File: config.mk
export PLATFORM = sky130hd
export DESIGN_NAME = useq_ctrl
export DESIGN_NICKNAME = d
export VERILOG_FILES = /design/src/rtl/useq_pkg.sv /design/src/rtl/useq_start_rom.sv /design/src/rtl/useq_ctrl_rom.sv /design/src/rtl/useq_sequencer.sv /design/src/rtl/useq_ctrl.sv
export SDC_FILE = /design/constraint.sdc
export NUM_CORES = 1
export LEC_CHECK = 0
export CAP_MARGIN = 0
export CORE_MARGIN = 1
export CORE_UTILIZATION = 47
export DETAILED_ROUTE_END_ITERATION = 10
export PLACE_DENSITY = 0.79
export SLEW_MARGIN = 40
export SYNTH_ARGS = -nofsm -noshare
export SYNTH_HDL_FRONTEND = slang
export SYNTH_SLANG_ARGS = --single-unit
export TNS_END_PERCENT = 5
File: constraint.sdc
create_clock -name clk -period 5.65 [get_ports clk]
set_input_delay 1.695 -clock clk [delete_from_list [all_inputs] [get_ports clk]]
set_output_delay 1.695 -clock clk [all_outputs]
set_load 0.01 [all_outputs]
File: src/rtl/useq_pkg.sv
package useq_pkg;

  localparam int UA_W    = 4;
  localparam int OP_W    = 4;
  localparam int WORD_W  = 12;
  localparam int NSTATES = 6;
  localparam int PRESET_STATE = 2;   // zero-based index of the third timing state

  localparam logic [OP_W-1:0] OP_LDA = 4'b0000;
  localparam logic [OP_W-1:0] OP_ADD = 4'b0001;
  localparam logic [OP_W-1:0] OP_SUB = 4'b0010;
  localparam logic [OP_W-1:0] OP_OUT = 4'b1110;
  localparam logic [OP_W-1:0] OP_HLT = 4'b1111;

  localparam logic [WORD_W-1:0] W_NOP = 12'h3E3;

  // Routine entry points in the control store
  localparam logic [UA_W-1:0] UA_LDA  = 4'h3;
  localparam logic [UA_W-1:0] UA_ADD  = 4'h6;
  localparam logic [UA_W-1:0] UA_SUB  = 4'h9;
  localparam logic [UA_W-1:0] UA_OUT  = 4'hC;
  localparam logic [UA_W-1:0] UA_IDLE = 4'hD;  // three no-op words D..F

  function automatic logic [WORD_W-1:0] store_word(input logic [UA_W-1:0] ua);
    logic [WORD_W-1:0] w;
    case (ua)
      4'h0: w = 12'h5E3;  // program counter to address register
      4'h1: w = 12'hBE3;  // advance program counter
      4'h2: w = 12'h263;  // memory to instruction register
      4'h3: w = 12'h1A3;  // operand to address register
      4'h4: w = 12'h2C3;  // memory to accumulator
      4'h5: w = W_NOP;
      4'h6: w = 12'h1A3;
      4'h7: w = 12'h2E1;  // memory to B
      4'h8: w = 12'h3C7;  // sum to accumulator
      4'h9: w = 12'h1A3;
      4'hA: w = 12'h2E1;
      4'hB: w = 12'h3CF;  // difference to accumulator
      4'hC: w = 12'h3F2;  // accumulator to output
      default: w = W_NOP;
    endcase
    return w;
  endfunction

endpackage

File: src/rtl/useq_start_rom.sv
module useq_start_rom
  import useq_pkg::*;
(
  input  logic [OP_W-1:0] opcode,
  output logic [UA_W-1:0] start_addr,
  output logic            is_halt
);

  always_comb begin
    is_halt = (opcode == OP_HLT);
    case (opcode)
      OP_LDA:  start_addr = UA_LDA;
      OP_ADD:  start_addr = UA_ADD;
      OP_SUB:  start_addr = UA_SUB;
      OP_OUT:  start_addr = UA_OUT;
      default: start_addr = UA_IDLE;
    endcase
  end

endmodule

File: src/rtl/useq_ctrl_rom.sv
module useq_ctrl_rom
  import useq_pkg::*;
(
  input  logic [UA_W-1:0]   uaddr,
  output logic [WORD_W-1:0] word
);

  always_comb word = store_word(uaddr);

endmodule

File: src/rtl/useq_sequencer.sv
module useq_sequencer
  import useq_pkg::*;
#(
  parameter int NT    = NSTATES,
  parameter int PRE_T = PRESET_STATE
) (
  input  logic            clk,
  input  logic            rst_n,
  input  logic [UA_W-1:0] start_addr,
  input  logic            is_halt,
  output logic [UA_W-1:0] uaddr,
  output logic [NT-1:0]   ring,
  output logic            halted
);

  logic [UA_W-1:0] uaddr_q, uaddr_d;
  logic [NT-1:0]   ring_q, ring_d;
  logic            halted_q, halted_d;
  logic            adv;

  assign adv = !halted_q;

  always_comb begin
    ring_d   = ring_q;
    uaddr_d  = uaddr_q;
    halted_d = halted_q;
    if (adv) begin
      ring_d = {ring_q[NT-2:0], ring_q[NT-1]};
      if (ring_q[PRE_T]) begin
        if (is_halt) begin
          halted_d = 1'b1;
          ring_d   = ring_q;
        end else begin
          uaddr_d = start_addr;
        end
      end else if (ring_q[NT-1]) begin
        uaddr_d = '0;
      end else begin
        uaddr_d = uaddr_q + 1'b1;
      end
    end
  end

  always_ff @(posedge clk or negedge rst_n) begin
    if (!rst_n) begin
      ring_q   <= {{(NT-1){1'b0}}, 1'b1};
      uaddr_q  <= '0;
      halted_q <= 1'b0;
    end else begin
      ring_q   <= ring_d;
      uaddr_q  <= uaddr_d;
      halted_q <= halted_d;
    end
  end

  assign uaddr  = uaddr_q;
  assign ring   = ring_q;
  assign halted = halted_q;

  // timing ring stays one-hot
  p_ring_onehot_r5: assert property (@(posedge clk) disable iff (!rst_n)
    $onehot(ring_q));

  // first state always fetches from address zero
  p_fetch_from_zero_r5: assert property (@(posedge clk) disable iff (!rst_n)
    (ring_q[0] && !halted_q) |-> (uaddr_q == '0));

  // preset at the end of the third state
  p_preset_r3: assert property (@(posedge clk) disable iff (!rst_n)
    (ring_q[PRE_T] && !halted_q && !is_halt) |=> (uaddr_q == $past(start_addr)));

  // wrap after the last state
  p_wrap_r5: assert property (@(posedge clk) disable iff (!rst_n)
    (ring_q[NT-1] && !halted_q) |=> (ring_q[0] && uaddr_q == '0));

  // halt freezes the sequencer
  p_halt_freeze_r7: assert property (@(posedge clk) disable iff (!rst_n)
    halted_q |=> (halted_q && $stable(uaddr_q) && $stable(ring_q)));

endmodule

File: src/rtl/useq_ctrl.sv
module useq_ctrl
  import useq_pkg::*;
#(
  parameter int SYNC_STAGES = 2
) (
  input  logic              clk,
  input  logic              rst_n,
  input  logic [OP_W-1:0]   opcode,
  output logic [WORD_W-1:0] ctrl_word,
  output logic [NSTATES-1:0] tstate,
  output logic              halted
);

  logic [SYNC_STAGES-1:0] sync_q;
  logic                   rst_int_n;
  logic [UA_W-1:0]        start_addr;
  logic                   is_halt;
  logic [UA_W-1:0]        uaddr;
  logic [NSTATES-1:0]     ring;
  logic                   halted_s;
  logic [WORD_W-1:0]      rom_word;

  // asynchronous assert, synchronous release
  always_ff @(posedge clk or negedge rst_n) begin
    if (!rst_n) sync_q <= '0;
    else        sync_q <= {sync_q[SYNC_STAGES-2:0], 1'b1};
  end
  assign rst_int_n = sync_q[SYNC_STAGES-1];

  useq_start_rom u_start (
    .opcode     (opcode),
    .start_addr (start_addr),
    .is_halt    (is_halt)
  );

  useq_sequencer u_seq (
    .clk        (clk),
    .rst_n      (rst_int_n),
    .start_addr (start_addr),
    .is_halt    (is_halt),
    .uaddr      (uaddr),
    .ring       (ring),
    .halted     (halted_s)
  );

  useq_ctrl_rom u_rom (
    .uaddr (uaddr),
    .word  (rom_word)
  );

  always_comb begin
    ctrl_word = halted_s ? W_NOP : rom_word;
    tstate    = halted_s ? '0 : ring;
    halted    = halted_s;
  end

  // halt only arises at the end of the third state with a halt opcode
  p_halt_entry_r7: assert property (@(posedge clk) disable iff (!rst_int_n)
    $rose(halted) |-> ($past(tstate[PRESET_STATE]) && $past(opcode) == OP_HLT));

  // the third state always loads the instruction register
  p_third_fetch_r2: assert property (@(posedge clk) disable iff (!rst_int_n)
    tstate[PRESET_STATE] |-> (ctrl_word == 12'h263));

endmodule

==> run_results.csv, run 1 <==
group,metric,value,unit
power,powerDensity,550,mW/mm2
worst_setup_path,slowest_stage,"dfrtp_1",
synth,yosys_warnings,0,
clock_tree,cts_sinks,13,
power,p_seq_share,32.7,%
grt,grt_usage,22.7,%
timing,relSlewSlack,51.4,%
hold_path,hold_path_class,"flip-flop to asynchronous set/reset pin",
synth,synth_edf_count,0,
run_status,status,"finished, final reports clean",
grt,grt_overflow,0,
cells_and_area,utilization,65.5,%
clock_tree,post_cts_buffers,0,
power,clockPowerShare,9.0,%
timing,fin_skew,0.00991,ns
routing,drtPass1Iterations,4,
place,place_area,0.00112,mm2
grt,grt_pass1_wl,3330,um
power,p_sw,0.259,mW
floorplanning,initial_core_util,50.3,%
worst_setup_path,start_kind,"flip-flop",
cells_and_area,fin_nets,128,
cells_and_area,antennaDiodeCount,0,
floorplanning,core,0.00175,mm2
synth,ys_seq_area_share,37.2,%
cells_and_area,fillers,156,
place,io_buffers,24,
synth,synth_top_area_share,34.2,%
worst_setup_path,path_class,"flip-flop to primary output",
floorplanning,die_x,45.2,um
worst_setup_path,critPathArrivalTime,2.25,ns
clock_tree,numCtsBuffers,3,
clock_tree,cts_hold_buffers,0,
routing,routed_wl,1910,um
cells_and_area,area_delta_synth_final,30.4,%
cells_and_area,stdcell_area,0.00114,mm2
clock_tree,htree_num_levels,1,
grt,grt_max_degree,24,
power,p_comb_share,58.3,%
power,p_leak,0.494,nW
routing,drc_errors,0,
clock_tree,path_clk_slew,0.08,ns
floorplanning,floorplan.die_area,0.00204,mm2
power,cell_internal_pwr,0.370,mW
worst_setup_path,worstPathCellList,"inv_1 > ha_1 > or2_2 > a21oi_1 > o21bai_1 > clkdlybuf4s50_1",
floorplanning,die-height,45.2,um
timing,hold_violations,0,
cells_and_area,layout.cells.non_filler,140,
worst_setup_path,worst_path_largest_cell_delay,0.49,ns
grt,antenna_found_initial,0,
clock_tree,insertion_delay,0.27,ns
synth,synth-async-reset-ratio,100,%
timing,tightest_slew,0.729,ns
timing,slew_viol_final,0,
synth,ys_types,41,
synth,syn_area,877,um2
timing,fin_setup_tns,0,ns
synth,synth_ff_type,"dfrtp_1",
timing,period_share,69.9,%
cells_and_area,drive_gt1_share,13.0,%
cells_and_area,multi_input_area,497,um2
synth,syn_inst,92,
synth,yosys.area.top_type,"dfrtp_1",
floorplanning,rows,15,
timing,max_freq,253,MHz
cells_and_area,regArea,327,um2
clock_tree,root_buffer,"clkbuf_4",
synth,synth-seq-cells,13,
timing,period_needed,3.95,ns
routing,drtIter0Drc,13,
place,place_inst,136,
power,switching_share,41.2,%
worst_setup_path,crit_path_max_fanout,8,
synth,synthTopCellsByArea,"dfrtp_1, ha_1, nor2b_1, mux2_2, dfstp_2",
clock_tree,cts_tree,"yes",
clock_tree,cts_resized,0,
floorplanning,ios,25,
flow_run,drv_cap,0,
timing,rsz0062_at_grt,"false",
timing,setup_viol,0,
routing,num_vias,772,
grt,first_global_vias,735,
worst_setup_path,crit_required,3.95,ns
power,ir_drop,266,uV
routing,final_antenna_net_count,0,
worst_setup_path,endpoint_kind,"primary output",
routing,viasPerCell,5.51,
routing,avgRoutedWirePerCell,13.7,um
synth,synth_area_per_cell,9.53,um2
synth,syn_nets,104,
clock_tree,clockBufferDepth,2,
place,place.gp.congestion,0.801,
layout make-up:
| type | instances | share of cell area [%] |
|---|---|---|
| timing repair buffer | 24 | 21.0 |
| clock buffer | 4 | 2.30 |
| sequential | 13 | 28.6 |
| multi-input combinational | 68 | 43.4 |
| tap | 25 | 2.74 |
| inverter | 6 | 1.97 |
cell usage after synthesis (2+ instances only):
library cell,number
and3_1,2
mux2i_1,2
nor2b_1,6
nor2_1,4
clkbuf_1,2
or2_2,3
dfrtp_1,12
o21bai_1,3
nand3_1,3
nand2_1,3
nor3_1,3
mux2_2,3
nor4_1,2
a21oi_1,5
and2_1,3
a31oi_1,2
inv_1,5
ha_1,6
sequential cells by signal (all words and copies together) (netlist names):
name,count
u_seq.uaddr,4
sync_q,2
u_seq.halted,1
u_seq.ring,6
metal layers:
layer | share of wire [%] | global-route usage (%) | up-vias
li1 | - | - | 376
met1 | 44 | 27.0 | 368
met2 | 51 | 39.1 | 24
met3 | 3.8 | 4.80 | 4
met4 | 1.2 | 10.3 | 0
met5 | 0 | 0 | -
final timing paths:
check	start	to	slack, ns	cells past startpoint
min in group clk	sync_q[0]	sync_q[1]	0.36	0
max in group asynchronous	rst_n	sync_q[1]	3.95	1
worst min-delay path	sync_q[1]	u_seq.uaddr[0]	0.18	0
worst min register to register	sync_q[1]	u_seq.uaddr[0]	0.18	0
worst max-delay path	u_seq.uaddr[0]	ctrl_word[9]	1.70	6
worst max register to register	u_seq.halted	u_seq.ring[5]	4.14	2
metrics by stage:
step | setup WS [ns] | hold WS [ns] | total power [mW]
floorplan | 2.58 | 0.133 | 0.423
global placement | 2.09 | 0.198 | 0.564
detailed placement | 2.02 | 0.202 | 0.577
CTS | 1.70 | 0.199 | 0.635
global route | 1.56 | 0.233 | 0.688
finish | 1.70 | 0.179 | 0.629
layout by cell type (no fill, tap or decap), types with 2 or more instances in the layout:
cell	netlist	final
and2_1	3	3
mux2_2	3	3
ha_1	6	6
o21bai_1	3	3
nand2_1	3	3
inv_1	5	5
nand3_1	3	3
a21oi_1	5	5
dfrtp_1	12	12
a31oi_1	2	2
or2_2	3	3
clkdlybuf4s50_1	0	24
nor2b_1	6	6
clkbuf_4	0	3
nor4_1	2	2
nor2_1	4	4
and3_1	2	2
mux2i_1	2	2
nor3_1	3	3
power by group through the flow:
stage | registers [mW] | logic, mW | clock network, mW
after global routing | 0.217 | 0.408 | 0.0631
after global placement | 0.203 | 0.361 | 0
after CTS | 0.205 | 0.371 | 0.0587
after floorplan | 0.163 | 0.261 | 0
after detailed placement | 0.207 | 0.369 | 0
final | 0.206 | 0.367 | 0.0565
kinds of logic after synthesis:
group | count (synthesis) | synth area share (%)
flops | 13 | 37.2
compound gates | 20 | 16.7
buf+inv | 11 | 6.13
other cells | 1 | 0.428
simple gates | 35 | 23.5
fa+ha+maj | 6 | 8.56
mux | 6 | 7.42
critical path: cells and delay by family (launching register included):
kind	cells	cell delay, ns
buffers and inverters	2	0.58
flip-flops	1	0.49
adder cells (fa/ha/maj)	1	0.37
AND/OR/NAND/NOR	1	0.32
AO/OA/AOI/OAI	2	0.22
No activity file was read; power rests on OpenSTA's default activity.
==> run 2: changes to the inputs <==
CORE_UTILIZATION = 46   (was 47)
PLACE_DENSITY = 0.78   (was 0.79)
clock period = 4.1 ns   (was 5.65 ns; I/O delays follow)
==> run 2 against run 1 <==
Sequential power up 36%. Global-route usage down 5.4 points. Cell area unchanged. Via count up 0.52%. Die area up 2.1%. Sequential cell count unchanged. Utilization down 0.70 points. Total power up 37%. Clock-buffer cell count unchanged. Non-clock buffer count unchanged. Clock power up 34%. Final cell count unchanged. Critical path type unchanged.
==> run_results.csv, run 2 (same netlist as run 1, synthesis figures left out) <==
group,metric,value,unit
run_status,status,"finished, final reports clean",
cells_and_area,mostFrequentLayoutCells,"clkdlybuf4s50_1, dfrtp_1, nor2b_1, ha_1",
timing,rsz0062_at_grt,"false",
power,ir_drop,516,uV
worst_setup_path,path_class,"flip-flop to primary output",
cells_and_area,drive_gt1_share,13.0,%
cells_and_area,largest_register_ffs,6,
power,p_leak,0.494,nW
timing,fin_setup_tns,0,ns
clock_tree,numCtsBuffers,3,
power,powerDensity,754,mW/mm2
grt,grt_overflow,0,
timing,relSlewSlack,52.6,%
place,io_buffers,24,
cells_and_area,regArea,327,um2
worst_setup_path,worst_path_largest_cell_delay,0.48,ns
routing,num_vias,776,
worst_setup_path,worstPathCellList,"inv_1 > ha_1 > or2_2 > a21oi_1 > o21bai_1 > clkdlybuf4s50_1",
floorplanning,floorplan.die_area,0.00209,mm2
power,p_total,0.863,mW
hold_path,hold_path_class,"flip-flop to asynchronous set/reset pin",
cells_and_area,final_common_cell,"clkdlybuf4s50_1",
flow_run,drv_cap,0,
clock_tree,cts_tree,"yes",
timing,tightest_slew,0.711,ns
floorplanning,rows,15,
floorplanning,ios,25,
routing,drtPass1Iterations,4,
worst_setup_path,start_kind,"flip-flop",
timing,period_share,84.3,%
routing,drc_errors,0,
floorplanning,initial_core_util,49.7,%
cells_and_area,area_delta_synth_final,30.4,%
routing,routed_wl,1720,um
timing,hold_violations,0,
grt,antenna_found_initial,0,
cells_and_area,antennaDiodeCount,0,
clock_tree,path_clk_slew,0.08,ns
place,hpwl,1290,um
floorplanning,die_x,45.7,um
grt,grt_max_degree,24,
clock_tree,post_cts_buffers,0,
clock_tree,cts_resized,0,
timing,setup_viol,0,
clock_tree,htree_num_levels,1,
cells_and_area,utilization,64.8,%
grt,first_global_vias,653,
timing,max_freq,289,MHz
routing,final_antenna_net_count,0,
grt,grt_usage,17.3,%
worst_setup_path,critPathArrivalTime,2.23,ns
cells_and_area,fillers,153,
floorplanning,die-height,45.7,um
floorplanning,core,0.00176,mm2
clock_tree,insertion_delay,0.27,ns
cells_and_area,multi_input_area,497,um2
worst_setup_path,crit_family,"buffers and inverters",
timing,slew_viol_final,0,
timing,period_needed,3.46,ns
routing,drtIter0Drc,17,
routing,avgRoutedWirePerCell,12.3,um
clock_tree,cts_sinks,13,
timing,setup_ws,0.644,ns
timing,fin_skew,0.00961,ns
clock_tree,clockBufferDepth,2,
grt,grt_pass1_wl,2590,um
place,place.gp.congestion,0.781,
cells_and_area,fin_nets,128,
worst_setup_path,slowest_stage,"dfrtp_1",
place,pre_cts_ws,0.934,ns
worst_setup_path,path_buf_inv,2,
routing,viasPerCell,5.54,
clock_tree,root_buffer,"clkbuf_4",
worst_setup_path,crit_required,2.87,ns
worst_setup_path,endpoint_kind,"primary output",
worst_setup_path,crit_path_max_fanout,8,
clock_tree,cts_hold_buffers,0,
place,place_area,0.00112,mm2
cells_and_area,stdcell_area,0.00114,mm2
## run 2: cell counts in the layout (fill, tap and decap cells not counted)
No cell type changed its count.
## run 2: layout make-up
cell class | instances | area share, %
clock buffer | 4 | 2.30
sequential | 13 | 28.6
tap | 25 | 2.74
inverter | 6 | 1.97
timing repair buffer | 24 | 21.0
multi-input combinational | 68 | 43.4
## run 2: layer usage
layer | track usage (%) | part of all wire [%] | vias to the layer above
li1 | - | - | 372
met1 | 21.7 | 45 | 382
met2 | 29.1 | 51 | 20
met3 | 1.98 | 3.0 | 2
met4 | 9.09 | 0.99 | 0
met5 | 0 | 0 | -
## run 2: power by group
group	switching [mW]	internal (mW)	total [mW]
logic	0.215	0.291	0.506
registers	0.100	0.181	0.281
clock network	0.0383	0.0377	0.0759
## run 2: per-stage QoR
| stage | hold WS [ns] | instances |
|---|---|---|
| finish | 0.165 | 140 |
| global route | 0.226 | 140 |
| detailed placement | 0.187 | 136 |
| global placement | 0.183 | 136 |
| floorplan | 0.133 | 92 |
| CTS | 0.181 | 140 |
## run 2: path summary, 6_finish.rpt
check | start | endpoint | slack, ns | cells past startpoint
setup / recovery | u_seq.uaddr[0] | ctrl_word[9] | 0.64 | 6
hold / removal | sync_q[1] | u_seq.ring[3] | 0.17 | 0
setup reg to reg | u_seq.halted | u_seq.ring[1] | 2.60 | 2
hold reg to reg | sync_q[1] | u_seq.ring[3] | 0.17 | 0
max in group asynchronous | rst_n | sync_q[0] | 2.86 | 1
min in group clk | sync_q[0] | sync_q[1] | 0.36 | 0
